--- src/rtl/ar_addr_gen.sv ---
module ar_addr_gen #(
  parameter int AW  = 16,
  parameter int NAR = 8,
  localparam int SW = $clog2(NAR)
) (
  input  logic          clk,
  input  logic          rst_n,
  input  logic [SW-1:0] sel,
  input  logic [3:0]    mode,
  input  logic [AW-1:0] offset,
  input  logic [AW-1:0] idx,
  input  logic [AW-1:0] bk,
  input  logic          wr_en,
  input  logic          ld_en,
  input  logic [SW-1:0] ld_sel,
  input  logic [AW-1:0] ld_val,
  output logic [AW-1:0] addr,
  output logic [AW-1:0] ar_next
);

  localparam logic [3:0] M_PLAIN = 4'd0, M_OFS = 4'd1, M_INC = 4'd2, M_DEC = 4'd3,
                         M_ADD = 4'd4, M_CINC = 4'd5, M_CDEC = 4'd6, M_CADD = 4'd7,
                         M_REV = 4'd8;

  logic [AW-1:0] bank [NAR];
  logic [AW-1:0] cur, mask, base, pos, circ_pos, rev_sum;
  logic [AW:0]   pos_up, pos_sum, pos_wrap;
  logic          circ_on;

  function automatic logic [AW-1:0] flip(input logic [AW-1:0] v);
    logic [AW-1:0] r;
    for (int i = 0; i < AW; i++) r[i] = v[AW-1-i];
    return r;
  endfunction

  assign cur     = bank[sel];
  assign circ_on = (bk != '0);

  always_comb begin
    mask = bk - 1'b1;
    for (int s = 1; s < AW; s = s << 1) mask = mask | (mask >> s);
  end

  assign base     = cur & ~mask;
  assign pos      = cur & mask;
  assign pos_up   = {1'b0, pos} + 1'b1;
  assign pos_sum  = {1'b0, pos} + {1'b0, idx};
  assign pos_wrap = (pos_sum >= {1'b0, bk}) ? pos_sum - {1'b0, bk} : pos_sum;
  assign rev_sum  = flip(flip(cur) + flip(idx));

  always_comb begin
    circ_pos = pos;
    unique case (mode)
      M_CINC:  circ_pos = (pos_up >= {1'b0, bk}) ? '0 : pos_up[AW-1:0];
      M_CDEC:  circ_pos = (pos == '0) ? bk - 1'b1 : pos - 1'b1;
      M_CADD:  circ_pos = pos_wrap[AW-1:0];
      default: circ_pos = pos;
    endcase
  end

  always_comb begin
    addr    = cur;
    ar_next = cur;
    case (mode)
      M_OFS:                 addr    = cur + offset;
      M_INC:                 ar_next = cur + 1'b1;
      M_DEC:                 ar_next = cur - 1'b1;
      M_ADD:                 ar_next = cur + idx;
      M_CINC, M_CDEC, M_CADD:
        if (!circ_on)
          ar_next = (mode == M_CINC) ? cur + 1'b1 :
                    (mode == M_CDEC) ? cur - 1'b1 : cur + idx;
        else
          ar_next = base | (circ_pos & mask);
      M_REV:                 ar_next = rev_sum;
      default:               ;
    endcase
  end

  for (genvar g = 0; g < NAR; g++) begin : g_reg
    always_ff @(posedge clk or negedge rst_n) begin
      if (!rst_n)
        bank[g] <= '0;
      else if (ld_en && ld_sel == SW'(g))
        bank[g] <= ld_val;
      else if (wr_en && sel == SW'(g))
        bank[g] <= ar_next;
    end
  end

endmodule


--- config.mk ---
export PLATFORM = sky130hd
export DESIGN_NAME = ar_addr_gen
export DESIGN_NICKNAME = d
export VERILOG_FILES = /design/src/rtl/ar_addr_gen.sv
export SDC_FILE = /design/constraint.sdc
export NUM_CORES = 1
export LEC_CHECK = 0
export BUFFER_PORTS_ARGS = -buffer_cell sky130_fd_sc_hd__buf_2
export CAP_MARGIN = 20
export CELL_PAD_IN_SITES_DETAIL_PLACEMENT = 1
export CELL_PAD_IN_SITES_GLOBAL_PLACEMENT = 2
export CORE_MARGIN = 2
export CORE_UTILIZATION = 34
export CTS_CLUSTER_SIZE = 25
export DETAILED_ROUTE_END_ITERATION = 7
export GPL_TIMING_DRIVEN = 0
export PLACE_DENSITY = 0.84
export SYNTH_ARGS = -nofsm -noshare
export SYNTH_HDL_FRONTEND = slang
export SYNTH_SLANG_ARGS = --single-unit
--- constraint.sdc ---
create_clock -name clk -period 8.85 [get_ports clk]
set_input_delay 0.885 -clock clk [delete_from_list [all_inputs] [get_ports clk]]
set_output_delay 0.885 -clock clk [all_outputs]
set_load 0.05 [all_outputs]
==> Yosys cells after proc, flatten, opt, wreduce, memory -nomap -nowiden <==
Index checks and enable logic that the tools add are counted.
{ "totals": {"reg_bits": 128, "latch_bits": 0, "ram_bits": 0, "mem_bits_ro": 0, "inputBits": 78, "output_inout_bits": 32, "elab_cells": 110, "memories": 0} }
{ "op_classes": {"n_addsub": 10, "mul": 0, "div": 0, "order_cmp": 3, "eq_ne": 22, "shift": 0, "mux": 28, "bitwise_logic": 10, "n_reduce_logical": 29} }
{ "op_table": {"columns": ["op", "n"], "rows": [
  ["two-way mux 16 bit", 25],
  ["one-hot mux 16 bit (5 select lines)", 1],
  ["adder 16 bit", 3],
  ["AND 16 bit", 3],
  ["binary-select mux 16 bit (select 3 bit)", 1],
  ["one-hot mux 16 bit (3 select lines)", 1],
  ["subtractor 16 x 1 -> 16 bit, second input constant", 3],
  [">= comparator 17 x 16 -> 1 bit", 2],
  ["== test 3 bit, second input constant", 8],
  ["adder 16 x 1 -> 17 bit, second input constant", 1],
  ["adder 16 x 16 -> 17 bit", 1],
  ["adder 16 x 1 -> 16 bit, second input constant", 1],
  ["== test 4 x 3 -> 1 bit, second input constant", 4],
  ["logical AND 1 bit", 16],
  ["logical NOT 16 bit", 1],
  ["inverter 16 bit", 1],
  ["bitwise OR 16 x 12 -> 16 bit", 1],
  ["bitwise OR 16 x 14 -> 16 bit", 1],
  ["bitwise OR 16 x 15 -> 16 bit", 1],
  ["bitwise OR 16 bit", 1],
  ["bitwise OR 16 x 8 -> 16 bit", 1],
  ["nonzero test 16 bit", 1],
  ["nonzero test 2 bit", 8],
  ["subtractor 16 bit", 1],
  ["other kinds (9)", 15]
]} }

==> Logic depth before layout (Yosys ltp) <==
Gate-level depths: netlist of the first run.
{ "logic_depth": {"depth_word": 16, "mapped_depth": 33, "depth_no_buf": 30} }

==> Worst setup path after synthesis of the first run <==
No wires, ideal clock.
{ "synth_path": {"path_type": "input -> output", "startpoint": "in bk[4]", "endpoint": "out ar_next[5]", "arrival_time_ns": 8.267, "required_ns": 7.965, "slack_ns": -0.302, "path_stages": 32, "n_path_buf": 5, "path_cell_list": "buf_6 > or4_1 > buf_2 > nor4_2 > xnor2_1 > nand4_2 > nor4_4 > and3_1 > clkbuf_1 > a21oi_1 > ha_1 > a21o_1 > a31oi_2 > nor3_1 > or3_4 > a211o_1 > xor2_1 > ha_1 > a21o_1 > a21o_1 > a21o_1 > a21oi_1 > nor2b_1 > or4_1 > o221ai_1 > nand2b_1 > clkbuf_1 > nand2_4 > mux2i_1 > o21a_1 > buf_2 > nor2_1"} }
{ "synth_between": {"elab_chain_cells": 14, "elab_cells_between_ends": 24, "cone_classes": "5 x add/sub; 2 x order compare; 6 x mux; 9 x bitwise; 2 x reduce/logical"} }
{ "synth_lines": {"columns": ["item", "line_no", "rtl"], "rows": [
  ["from (decl)", "12", "input logic [AW-1:0] bk,"],
  ["subtractor 16 x 1 -> 16 bit", "40, 55", null],
  ["bitwise OR 16 x 15 -> 16 bit", "41", "for (int s = 1; s < AW; s = s << 1) mask = mask | (mask >> s);"],
  ["bitwise OR 16 x 14 -> 16 bit", "41", null],
  ["bitwise OR 16 x 12 -> 16 bit", "41", null],
  ["bitwise OR 16 x 8 -> 16 bit", "41", null],
  ["AND 16 bit", "45", "assign pos = cur & mask;"],
  ["adder 16 x 16 -> 17 bit / adder 16 x 1 -> 17 bit (equally long branches)", "47, 46", null],
  ["subtractor 16 bit, or another cell as far along", "48", "assign pos_wrap = (pos_sum >= {1'b0, bk}) ? pos_sum - {1'b0, bk} : pos_sum;"],
  ["two-way mux 16 bit (on tied branches)", "48, 54", null],
  ["one-hot mux 16 bit (3 select lines)", "53", "unique case (mode)"],
  ["AND 16 bit", "74", "ar_next = base | (circ_pos & mask);"],
  ["bitwise OR 16 bit", "74", null],
  ["two-way mux 16 bit *", "70", "if (!circ_on)"],
  ["one-hot mux 16 bit (5 select lines) *", "64", "case (mode)"],
  ["to (decl)", "18", "output logic [AW-1:0] ar_next"]
]} }
Mark *: on every way between the ends. The rest lies on a longest branch, timed or not.

==> Worst setup path after layout of the first run <==
{ "layout_path": {"startpoint": "in bk[4]", "endpoint": "out ar_next[4]"} }
The elaborated chain is that of the path after synthesis.

==> results.ini, run 1 <==
[run_status]
status = finished, final reports clean

[placed_design]
globalplace.congestion = 0.964
hpwl_um = 58400
port_buffers = 82
place_ws_ps = -2380
placed_area_mm2 = 0.0165

[setup_path]
cp.arrival_ps = 7860
critPathKind = in2out
end_kind = primary output
slowest_stage = or4_4
cpPeakStageDelay_ps = 590
required_ps = 7970
worstSetupStartpointType = input port
cp_max_fo = 6
crit_top_cell = a21o_1

[sta]
hold_violations = 0
period_minus_slack_ps = 8740
fin_worst_skew_ps = 9.65
finalSetupTns_ps = 0
worst_slack_ps = 110
setup_violations = 0
tightest_slew_ps = 1230
drv_slew = 0
timing.slew.headroom = 0.179
fin_crit_sh = 0.988
grt_setup_unrepaired = yes
max_freq_mhz = 114

[floorplan]
initial_utilization = 0.344
coreArea_mm2 = 0.0441
rows = 77
fp.dieH_um = 215
io_pins = 110
floorplan.die_area_mm2 = 0.0464
die_x_um = 215

[clocking]
cts_tree = yes
cts_max_path_buffers = 2
cts.sinks = 128
cts_root_buf = clkbuf_16
worstSkewPairLatency_ps = 430
cts-buffers-inserted = 17
clk_pin_slew_ps = 60
htreeDepth = 4

[yosys]
yosysWarningCount = 0
async_flop_share = 1.00
yosys.area_share.simple = 0.198
synth_cell_types = 111
ys.flop_type = dfrtp_1
avgSynthCellArea_um2 = 7.88
synth_compound_area_frac = 0.331
synth_fp_nets = 2093
synth_xor_area_frac = 0.0605
netlist_instances = 1927
post_synth_fa_ha_maj_area_fraction = 0.0757
synth_area_mm2 = 0.0152
synth_top_family_by_area = compound AO/OA/AOI/OAI gates
synth_seq_cells = 128
synthTopCellsByArea = dfrtp_1, ha_1, a22oi_1
muxShareOfSynthArea = 0.0669
yosysTopAreaCellShare = 0.211
synth_edf_count = 0
synth_top_cell_by_area = dfrtp_1
yosysSeqAreaShare = 0.211

[detailed_routing]
drtIter0Drc = 1358
ant_nets = 0
vias_per_cell = 6.45
first_pass_iters = 6
vias = 17400
routed_wl_um = 75800
drc = 0
route.detailed.wl_per_inst_um = 28.1

[global_routing]
top_usage_layer = met2
antenna_found_initial = 0
gr-usage-met2 = 0.535
gr-usage-met3 = 0.0309
grt_max_degree = 79
track_usage = 0.319
grt_pass1_wl_um = 113000
grt_pass1_vias = 17900
use_met1 = 0.405
gr-total-overflow = 0

[power_and_ir_drop]
powerDensity_mw_per_mm2 = 261
p_leak_nw = 7.37
ir_drop_mv = 0.121

[run]
max_cap_violations = 0

[final_layout]
syn_to_final_growth_pct = 20.0
largest_register_ffs = 128
final_cell_mix = nand2_1, nor2_1, o21ai_0
top_register = bank
top_regs = bank x128
drive_above_1_share = 0.187
num_antenna_cells = 0
fin_area_mm2 = 0.0182
nNetsFinal = 2259
final_common_cell = nand2_1

[worst_hold_path]
hold_class = in2async

-- stage by stage --
step	hold WS, ps	cells	power, mW	util
2_1_floorplan	466	1927	2.75	-
3_3_place_gp	481	2601	3.50	0.370
3_5_place_dp	489	2614	3.60	0.373
4_1_cts	441	2683	4.54	0.403
5_1_grt	447	2698	5.01	0.413
6_report	421	2698	4.76	0.413
-- cell families (layout without fill, tap and decap cells) --
kind of cell / after synthesis / count (layout)
AO/OA/AOI/OAI: 738 / 738
AND/OR/NAND/NOR: 599 / 599
buffers and inverters: 204 / 383
flip-flops: 128 / 128
XOR/XNOR: 104 / 104
adder cells (fa/ha/maj): 89 / 89
multiplexers: 65 / 65
-- layer usage --
layer  vias to the layer above  routed length (µm)
li1                       7656                   -
met1                      8787               30900
met2                       752               35900
met3                       198                4700
met4                         0                4230
met5                         -                   0
-- cell usage after synthesis (all sizes together) (11+ instances only) --
library cell and n:
a221o 19, o211ai 29, dfrtp 128, nor2 154, a22oi 100, a21o 40, inv 73, nand4 31
a31o 11, o221ai 13, clkbuf 83, nor3 70, a211oi 24, nand3 43, o31ai 23, a21oi 121
mux4 25, o21ai 208, mux2 16, buf 46, a22o 17, xnor2 81, nand2 168, xor2 23
a31oi 16, ha 83, nor2b 25, o21a 13, nand2b 18, mux2i 24, o22ai 22, or3 14
nor4 24, a21boi 11
-- area by class of cell --
class                           instances  area [µm²]
Inverter                               75         283
Clock buffer                           18         429
Clock inverter                         14         156
Buffer                                125         613
Sequential cell                       128        3200
Fill cell                            5420       25900
Tap cell                              592         741
Timing Repair Buffer                  151        1060
Multi-Input combinational cell       1595       11700
-- worst paths after layout --
kind,cells past startpoint,slack [ps],start,to
max,32,110,bk[4],ar_next[4]
min reg2reg,2,510,bank[93]$_DFFE_PN0P_,bank[93]$_DFFE_PN0P_
max reg2reg,27,1920,bank[2]$_DFFE_PN0P_,bank[116]$_DFFE_PN0P_
min in group clk,2,510,bank[93]$_DFFE_PN0P_,bank[93]$_DFFE_PN0P_
max in group asynchronous,2,7650,rst_n,bank[64]$_DFFE_PN0P_
min,1,420,rst_n,bank[62]$_DFFE_PN0P_
-- what timing repair did --
item | CTS | global route
gates cloned | 0 | 1
endpoints found under the hold margin | 0 | 0
resized for setup | 78 | 76
setup endpoints to repair | 144 | 16
pin swaps | 25 | 34
hold buffers | 0 | 0
buffers inserted | 39 | 15
-- power breakdown --
part / switching (mW) / leakage (nW) / internal, mW
combinational: 2.01 / 5.50 / 1.21
clock: 0.293 / 0.274 / 0.419
sequential: 0.0961 / 1.60 / 0.734
total: 2.40 / 7.37 / 2.36
-- worst max-delay path: cells and delay by family --
family          cells  cell delay, ps
compound gates     13            2520
xor+xnor            2             450
fa+ha+maj           2             480
buf+inv             5             630
simple gates       10            2860
Power figures use the tool's default switching activity.
==> run 2: changes to the inputs <==
==> constraint.sdc (replaced) <==
create_clock -name clk -period 8.85 [get_ports clk]
set_input_delay 0 -clock clk [delete_from_list [all_inputs] [get_ports clk]]
set_output_delay 0 -clock clk [all_outputs]
set_load 0.05 [all_outputs]
==> results.ini, run 2 (synthesized netlist as in run 1, its figures left out) <==
[run_status]
status = finished, final reports clean

[sta]
period_minus_slack_ps = 8500  ; -241 ps
drv_slew = 0  ; unchanged
fin_worst_skew_ps = 10.5  ; +0.885 ps
setup_violations = 0  ; unchanged
fin_crit_sh = 0.960  ; -0.0272
max_freq_mhz = 118  ; +2.8%
hold_violations = 0  ; unchanged
tightest_slew_ps = 1230  ; +5.50 ps
timing.slew.headroom = 0.172  ; -0.00697

[final_layout]
fin_area_mm2 = 0.0171  ; -5.9%
final_cell_mix = nand2_1, nor2_1, o21ai_0
syn_to_final_growth_pct = 12.9
nFillCells = 5484  ; +1.2%
nNetsFinal = 2211  ; -2.1%
drive_above_1_share = 0.129  ; -0.0578
largest_register_ffs = 128  ; unchanged
top_regs = bank x128
seq_area_mm2 = 0.00320  ; unchanged
final_common_cell = nand2_1
top_register = bank
multi_input_area_mm2 = 0.0112  ; -4.8%

[clocking]
cts.sinks = 128  ; unchanged
cts_max_path_buffers = 2  ; unchanged
clk_pin_slew_ps = 60  ; about the same
htreeDepth = 4  ; unchanged
cts_tree = yes
worstSkewPairLatency_ps = 430  ; about the same
cts_root_buf = clkbuf_16
cts-buffers-inserted = 17  ; unchanged

[detailed_routing]
vias_per_cell = 6.49  ; +0.62%
routed_wl_um = 72400  ; -4.4%
drc = 0  ; unchanged
drtIter0Drc = 1588  ; +17%
ant_nets = 0  ; unchanged
route.detailed.wl_per_inst_um = 27.3  ; -2.7%
first_pass_iters = 7  ; +1
vias = 17200  ; -1.1%

[floorplan]
fp.dieH_um = 215  ; unchanged
die_x_um = 215  ; unchanged
io_pins = 110  ; unchanged
coreArea_mm2 = 0.0441  ; unchanged
initial_utilization = 0.344  ; unchanged
floorplan.die_area_mm2 = 0.0464  ; unchanged
rows = 77  ; unchanged

[setup_path]
cp.arrival_ps = 8500  ; +640 ps
critPathLaunch = bk[5]
crit_path_end = ar_next[11]
crit_top_cell = a21o_1
reg2reg_from = bank[9]$_DFFE_PN0P_
cpPeakStageDelay_ps = 700  ; +110 ps
slowest_stage = a21oi_2
r2r_cells = 26  ; -3.7%
cp_max_fo = 9  ; +3
end_kind = primary output
timing.rr.end = bank[52]$_DFFE_PN0P_
critPathKind = in2out
required_ps = 8850  ; +880 ps
reg2reg_setup_slack_ps = 1220  ; -700 ps
worstSetupStartpointType = input port

[global_routing]
antenna_found_initial = 1  ; +1
track_usage = 0.308  ; -0.0107
grt_max_degree = 79  ; unchanged
grt_pass1_vias = 17300  ; -3.5%
grt_pass1_wl_um = 109000  ; -3.2%
gr-total-overflow = 0  ; unchanged

[placed_design]
globalplace.congestion = 0.970  ; +0.53%
placed_area_mm2 = 0.0165  ; -0.13%
hpwl_um = 57400  ; -1.8%
port_buffers = 82  ; unchanged

[power_and_ir_drop]
p_leak_nw = 6.98  ; -5.4%
total_power_mw = 4.36  ; -8.3%
ir_drop_mv = 0.140  ; +16%
powerDensity_mw_per_mm2 = 254  ; -2.5%

[worst_hold_path]
hold_class = in2reg

[run]
max_cap_violations = 0  ; unchanged

==> run 2: stage by stage <==
stage          utilization  hold WS [ps]  cells  setup WS (ps)  TNS (ps)
6_report             0.388          3.90   2651            350         0
3_5_place_dp         0.373         -22.2   2613           -636    -28430
3_3_place_gp         0.370           406   2601           -542    -23070
2_1_floorplan            -          -296   1927           1470         0
5_1_grt              0.388          24.4   2651          -13.6     -13.6
4_1_cts              0.387          1.13   2648            146         0
==> run 2: layer usage <==
| metal | share of wire | wire length, µm | track usage |
|---|---|---|---|
| met1 | 0.41 | 29800 | 0.392 |
| met3 | 0.061 | 4430 | 0.0323 |
| met4 | 0.053 | 3860 | 0.155 |
| met2 | 0.47 | 34300 | 0.518 |
| met5 | 0 | 0 | 0 |
==> run 2: how the worst min path moves through the flow <==
stage | startpoint | to | cells after the start
floorplan | rst_n | bank[0]$_DFFE_PN0P_ | 0
global placement | ld_val[1] | bank[49]$_DFFE_PN0P_ | 3
detailed placement | rst_n | bank[59]$_DFFE_PN0P_ | 1
CTS | ld_val[11] | bank[75]$_DFFE_PN0P_ | 3
global route | ld_val[11] | bank[43]$_DFFE_PN0P_ | 3
finish | ld_val[11] | bank[75]$_DFFE_PN0P_ | 3
==> run 2: timing repair <==
action	CTS	global route
endpoints found under the setup margin	25	40
setup buffers	2	1
hold endpoints to repair	55	0
pin swaps	2	1
resized for setup	2	5
hold buffers	2	0
==> run 2: worst max-delay path: cells and delay by family <==
kind	cells	cell delay (ps)
buffers and inverters	2	380
and+or+nand+nor	14	4170
xor gates and xnor gates	1	290
adders and majority gates	2	690
AOI/OAI and AO/OA	10	2950
==> run 2: layout make-up <==
type / count / share of cell area
clock inverter: 14 / 0.00942
antenna: 1 / 0.000146
clock buffer: 18 / 0.0250
inverter: 75 / 0.0164
sequential: 128 / 0.187
timing repair buffer: 101 / 0.0338
multi-input combinational: 1595 / 0.652
buffer: 127 / 0.0334
tap: 592 / 0.0432
==> run 2: where the power goes <==
group / leakage (nW) / switching (mW) / internal, mW
registers: 1.60 / 0.0925 / 0.734
clock network: 0.277 / 0.289 / 0.419
logic: 5.10 / 1.85 / 0.981
==> run 3: changes to the inputs <==
CORE_UTILIZATION = 40   (was 34)
PLACE_DENSITY = 0.92   (was 0.84)
clock period = 10.7 ns   (was 8.85 ns; I/O delays follow)
==> results.ini, run 3 (synthesized netlist as in run 1, its figures left out) <==
[run_status]
status = finished, final reports clean

[sta]
timing.slew.headroom = 0.203  ; +0.0311
tightest_slew_ps = 1190  ; -46.3 ps
fin_worst_skew_ps = 14.4  ; +3.86 ps
drv_slew = 0  ; unchanged
period_minus_slack_ps = 9700
max_freq_mhz = 103
hold_violations = 0  ; unchanged
whs_ps = 32.2  ; +28.3 ps
setup_violations = 0  ; unchanged
fin_crit_sh = 0.907
grt_setup_unrepaired = no
finalSetupTns_ps = 0  ; unchanged

[detailed_routing]
vias = 17300  ; +0.83%
first_pass_iters = 5  ; -2
ant_nets = 0  ; unchanged
drc = 0  ; unchanged
routed_wl_um = 72100  ; -0.52%
drtIter0Drc = 1672  ; +5.3%
route.detailed.wl_per_inst_um = 28.1  ; +2.7%
vias_per_cell = 6.75  ; +4.1%

[floorplan]
coreArea_mm2 = 0.0375  ; -15%
fp.dieH_um = 199  ; -7.7%
initial_utilization = 0.405  ; +0.0609
floorplan.die_area_mm2 = 0.0395  ; -15%
io_pins = 110  ; unchanged
die_x_um = 199  ; -7.7%
rows = 71  ; -7.8%

[clocking]
clk_pin_slew_ps = 60  ; about the same
worstSkewPairLatency_ps = 430  ; about the same
cts-buffers-inserted = 17  ; unchanged
htreeDepth = 4  ; unchanged
cts_max_path_buffers = 2  ; unchanged
cts_root_buf = clkbuf_16
cts.sinks = 128  ; unchanged
cts_tree = yes
postCtsSetupBuffers = 0  ; -2

[setup_path]
required_ps = 10700  ; +1850 ps
critPathKind = in2out
reg2reg_from = bank[34]$_DFFE_PN0P_
cpPeakStageDelay_ps = 760  ; +60 ps
cp_max_fo = 10  ; +1
worstSetupStartpointType = input port
critPathLaunch = bk[0]
slowest_stage = o2111ai_2
cp.arrival_ps = 9700  ; +1200 ps
end_kind = primary output
crit_top_cell = a21o_1

[placed_design]
port_buffers = 82  ; unchanged
globalplace.congestion = 1.00  ; +3.3%
hpwl_um = 56800  ; -0.94%

[power_and_ir_drop]
ir_drop_mv = 0.213  ; +52%
p_leak_nw = 6.95  ; -0.38%
powerDensity_mw_per_mm2 = 213  ; -16%

[final_layout]
nFillCells = 4680  ; -15%
final_cell_mix = nand2_1, nor2_1, o21ai_0
syn_to_final_growth_pct = 11.8
drive_above_1_share = 0.125  ; -0.00328
final_common_cell = nand2_1
top_regs = bank x128
top_register = bank
nNetsFinal = 2209  ; -0.090%
largest_register_ffs = 128  ; unchanged
num_antenna_cells = 0  ; -1

[global_routing]
use_met1 = 0.452  ; +0.0597
grt_max_degree = 91  ; +15%
track_usage = 0.362  ; +0.0543
grt_pass1_wl_um = 108000  ; -1.2%
gr-usage-met2 = 0.598  ; +0.0801
antenna_found_initial = 0  ; -1
grt_pass1_vias = 17600  ; +1.4%
gr-total-overflow = 0  ; unchanged
top_usage_layer = met2
gr-usage-met3 = 0.0451  ; +0.0128

[worst_hold_path]
min_from = ld_val[1]
hold_class = in2reg

[run]
max_cap_violations = 0  ; unchanged

==> run 3: repair_timing <==
item,4_1_cts,5_1_grt
setup endpoints to repair,0,0
gates resized for setup,0,0
hold endpoints to repair,134,0
hold buffers,2,0
==> run 3: final timing paths <==
kind / slack [ps] / cells after the start / to
min in group asynchronous: 50 / 2 / bank[46]$_DFFE_PN0P_
max: 1000 / 34 / ar_next[12]
min: 30 / 3 / bank[113]$_DFFE_PN0P_
max reg2reg: 3000 / 25 / bank[76]$_DFFE_PN0P_
min reg2reg: 510 / 1 / bank[37]$_DFFE_PN0P_
max in group asynchronous: 9830 / 3 / bank[112]$_DFFE_PN0P_
==> run 3: area by class of cell <==
cell class,count,area [µm²],area share
inverters,75,282,0.0166
plain buffers,129,579,0.0341
well taps,511,639,0.0377
repair buffers,97,549,0.0324
clock buffers,18,429,0.0253
multi-input cells,1595,11100,0.656
flip-flops and latches,128,3200,0.189
clock inverters,14,158,0.00929
==> run 3: layer usage <==
| layer | routed length (µm) | vias up |
|---|---|---|
| met3 | 4890 | 236 |
| met5 | 0 | - |
| met2 | 33600 | 879 |
| met4 | 4840 | 0 |
| met1 | 28700 | 8667 |
| li1 | - | 7556 |
==> run 3: power by group <==
group          internal (mW)  switching, mW  total (mW)
logic                  0.808           1.52        2.33
clock network          0.347          0.244       0.591
registers              0.607         0.0855       0.692
==> run 3: worst max-delay path: cells and delay by family <==
kind	cells	cell delay [ps]
xor+xnor	2	840
fa+ha+maj	3	970
buf+inv	6	1500
simple gates	12	3450
compound gates	11	2900
==> run 3: metrics by stage <==
step           area [µm²]  utilization  cells  total power, mW  worst slack, ps
6_report            17000        0.453   2567             3.61              995
5_1_grt             17000        0.453   2567             3.82              491
4_1_cts             17000        0.452   2566             3.56             1160
3_5_place_dp        16400        0.436   2532             2.95             1200
3_3_place_gp        16200        0.433   2520             2.86             1340
2_1_floorplan       15200            -   1927             2.27             3320
